===== src/rtl/gd_fault_supervisor.sv =====
module gd_fault_supervisor #(
  parameter int OV_FILTER = 16
) (
  input  logic clk,
  input  logic rst_n,
  input  logic shdn_n,
  input  logic uv_below_off,
  input  logic uv_above_on,
  input  logic ov_above_trip,
  input  logic ov_below_release,
  input  logic ot_trip,
  input  logic ot_release,
  output logic drive_en,
  output logic force_low_on,
  output logic supply_good
);

  localparam int CW = (OV_FILTER > 2) ? $clog2(OV_FILTER) : 1;
  localparam logic [CW-1:0] CNT_LAST = CW'(OV_FILTER - 1);

  logic          lockout_q;
  logic          ot_q;
  logic          ov_q;
  logic [CW-1:0] ov_cnt;

  always_ff @(posedge clk or negedge rst_n) begin
    if (!rst_n)
      lockout_q <= 1'b1;
    else if (lockout_q && uv_above_on)
      lockout_q <= 1'b0;
    else if (!lockout_q && uv_below_off)
      lockout_q <= 1'b1;
  end

  always_ff @(posedge clk or negedge rst_n) begin
    if (!rst_n)
      ot_q <= 1'b0;
    else if (ot_trip)
      ot_q <= 1'b1;
    else if (ot_release)
      ot_q <= 1'b0;
  end

  always_ff @(posedge clk or negedge rst_n) begin
    if (!rst_n) begin
      ov_q   <= 1'b0;
      ov_cnt <= '0;
    end else if (ov_q) begin
      ov_cnt <= '0;
      if (ov_below_release)
        ov_q <= 1'b0;
    end else if (ov_above_trip) begin
      if (ov_cnt == CNT_LAST) begin
        ov_q   <= 1'b1;
        ov_cnt <= '0;
      end else begin
        ov_cnt <= ov_cnt + 1'b1;
      end
    end else begin
      ov_cnt <= '0;
    end
  end

  logic run_ok;
  assign run_ok       = shdn_n && !lockout_q && !ot_q;
  assign supply_good  = shdn_n && !lockout_q;
  assign drive_en     = run_ok && !ov_q;
  assign force_low_on = run_ok && ov_q;

endmodule



===== config.mk =====
export PLATFORM = sky130hd
export DESIGN_NAME = gd_fault_supervisor
export DESIGN_NICKNAME = d
export VERILOG_FILES = /design/src/rtl/gd_fault_supervisor.sv
export SDC_FILE = /design/constraint.sdc
export NUM_CORES = 1
export LEC_CHECK = 0
export BUFFER_PORTS_ARGS = -buffer_cell sky130_fd_sc_hd__buf_4
export CAP_MARGIN = 15
export CORE_AREA = 2 2 39 41
export CTS_CLUSTER_SIZE = 10
export DETAILED_ROUTE_END_ITERATION = 12
export DIE_AREA = 0 0 41 43
export GPL_ROUTABILITY_DRIVEN = 1
export PLACE_DENSITY = 0.51
export SETUP_SLACK_MARGIN = 0.5
export SYNTH_ARGS = -nofsm -noshare
export SYNTH_HDL_FRONTEND = slang
export SYNTH_SLANG_ARGS = --single-unit

===== constraint.sdc =====
create_clock -name clk -period 1.2 [get_ports clk]
set_clock_uncertainty 0.1 [all_clocks]
set_input_delay 0.18 -clock clk [delete_from_list [all_inputs] [get_ports clk]]
set_output_delay 0.18 -clock clk [all_outputs]
set_load 0.03 [all_outputs]

==> reports/results.txt <==
synthesized area = 300.3 um^2
nets = 60
Vias per Instance = 4.323
Final Cycle Share = 116.9%
first-pass GRT wire length = 1.276 mm
clk sinks = 7
final setup margin = -0.2031 ns
Simple-Gate Fraction of Synth Area = 17.92%
Slew @ Worst Pin = 0.2533 ns
Reg area = 177.7 um^2
Reg clk slew, reported paths = 0.05 ns
highest cell delay on the worst timing path = 0.55 ns
fin util = 43.40%
setup violators final = 3
Post-synth EDFFs = 0
Hold WC Path Type = in -> reg
gpl congestion = 0.7195
number of max-cap violations = 0
XOR/XNOR Fraction of Synth Area = 2.917%
vias in the first global route = 307
Setup CP Type = reg -> out
htree depth = 1
Rel. slew slack = 83.11%
GRT Residual Overflow = 0
largest family of logic cells by synthesized area = simple AND/OR/NAND/NOR gates
top post-synthesis cells by area = dfrtp_1 50%, dfstp_2 8.8%, nor3b_1 7.5%, a21o_1 5.0%, ha_1 4.2%
Top FF cell, synth = dfrtp_1
Slew Limit Fails = 0
sequential area share after synthesis = 58.75%
gr usage total = 11.04%
crit path cell chain = nor2b_4 > nor3b_4 > buf_6
failing checks = hold timing, setup timing
1st-iter DRT viols = 1
I/O Buffers = 11
peak supply drop = 578.5 uV
post-synthesis mux area share = 0%
top-area cell type share of the netlist area = 50.00%
area grow syn2layout = 100.0%
clk buf depth = 2
area of the die = 1763 um^2
top-count cell post-synth = dfrtp_1
placed cell area = 447.9 um^2
Yosys reg bits = 7
ys async rst share = 100.0%
worst hold margin = -0.03206 ns
Pwr Total = 0.6406 mW
Final Instance Count excl. Fillers = 65
Die Ht = 43 um
layout cells sized above 1 = 69.39%
warnings from Yosys = 0
Final Critical Period = 1.403 ns
fmax = 712.7 MHz
startpoint types = register
CTS tree = yes
Core ar. = 1384 um^2
Worst EP required = 0.92 ns
initial antenna violation count = 0
cell taking the most area after synthesis = dfrtp_1
Synth Area in Adders = 4.167%
Die W = 41 um
Cell Rows = 14
CTS Buf Count = 3
Crit Path Max Fanout = 3
leakage power = 0.2782 nW
wire length after detailed routing = 768 um
DR vias = 281
DRT antenna net count = 0
slowest CP cell = dfstp_2
CTS Hold Bufs = 1
Synth Area per Inst = 11.55 um^2
R2R Setup Slk = 0.07 ns
starting density of the core = 21.70%
fin area = 600.6 um^2
Syn Nets = 36
# fillers = 136
power density over cell area = 1067 nW/um^2
largest net degree at the start of global routing = 8
RSZ-0062 raised after global routing = true
WP buf/inv = 1
Final Hold Viols = 1
Synth Area in Compound Gates = 13.75%
clk root buf = clkbuf_4
Ant. Diodes = 0
delay-heaviest family, CP = flip-flops
placed cells = 54
Detailed Routing Iterations Pass 1 = 3
commonest cells in the netlist = 6 x dfrtp_1, 3 x nor3b_1, 2 x a21o_1, 2 x inv_1, 2 x nor2_1
Critical Path Sink Type = primary output
Multi-input gate area = 201.4 um^2
drt drc = 0
worst-skew pair later-pin latency = 0.25 ns
CP arrival = 1.12 ns
Post-Syn Instances = 26
# IOs = 12
outcome = finished with violations
Yosys cell types = 16
WL/cell = 11.82 um
-- worst reg2reg max path, cell delays in order, from the launching register on --
cell,delay (ns)
dfrtp_1,0.40
ha_4,0.19
a21o_1,0.16
a311oi_2,0.19
-- routing by layer --
layer / track usage [%] / wire, um / up-vias
li1: - / - / 140
met1: 12.91 / 293 / 130
met2: 16.88 / 421 / 11
met3: 3.665 / 53 / 0
met4: 6.000 / 0 / 0
met5: 0 / 0 / -
-- layout by cell type, fill, tap and decap left out --
cell type       n
a311oi_2        1
dfrtp_1         5
nor3b_4         2
o22ai_2         1
and3_4          1
a21oi_1         1
dlygate4sd3_1   1
buf_4          12
nor3b_2         1
nand2b_1        1
clkbuf_4        3
inv_2           1
ha_4            1
xnor2_2         1
nand3_4         1
a21o_1          2
nor2_1          2
nor2b_4         1
dfstp_2         1
inv_1           1
clkbuf_1        1
a31oi_1         1
buf_6           6
dfrtp_2         1
-- worst paths after layout --
| kind | start | endpoint | depth (start not counted) |
|---|---|---|---|
| max in group asynchronous | rst_n | lockout_q | 2 |
| min reg2reg | ot_q | ot_q | 1 |
| min | uv_above_on | lockout_q | 2 |
| min in group asynchronous | rst_n | ov_q | 2 |
| max | lockout_q | drive_en | 3 |
| max reg2reg | ov_cnt[1] | ov_cnt[3] | 3 |
-- sequential cells by signal, summed over array words and instances (netlist names) --
signal,cells
ov_cnt,4
lockout_q,1
ot_q,1
ov_q,1
-- kinds of logic after synthesis --
family | count (synthesis)
AO/OA/AOI/OAI | 6
XOR/XNOR | 1
adder cells (fa/ha/maj) | 1
buffers and inverters | 2
flip-flops | 7
AND/OR/NAND/NOR | 9
-- what timing repair did --
item                                    CTS  global route
setup buffers                             5             1
endpoints found under the setup margin   10            10
pin swaps                                 0             0
resized for setup                        12             3
endpoints found under the hold margin     9             1
-- layout make-up --
class / instances / area share, %
Multi-Input combinational cell: 17 / 33.54
Clock buffer: 4 / 4.375
Tap cell: 16 / 3.333
Inverter: 2 / 1.250
Sequential cell: 7 / 29.58
Timing Repair Buffer: 19 / 27.92
-- through the flow --
stage | setup slack, ns | setup TNS, ns
global placement | 0.02576 | 0
CTS | -0.2198 | -0.6210
floorplan | -0.07378 | -0.1476
finish | -0.2031 | -0.5726
global route | -0.2504 | -0.7007
detailed placement | 0.01222 | 0
-- power breakdown --
part | switching [mW] | internal, mW | total (mW)
Clock | 0.0858 | 0.127 | 0.213
Sequential | 0.0210 | 0.257 | 0.278
Combinational | 0.0535 | 0.0967 | 0.150
Total | 0.160 | 0.480 | 0.641
Power figures use the tool's default switching activity.
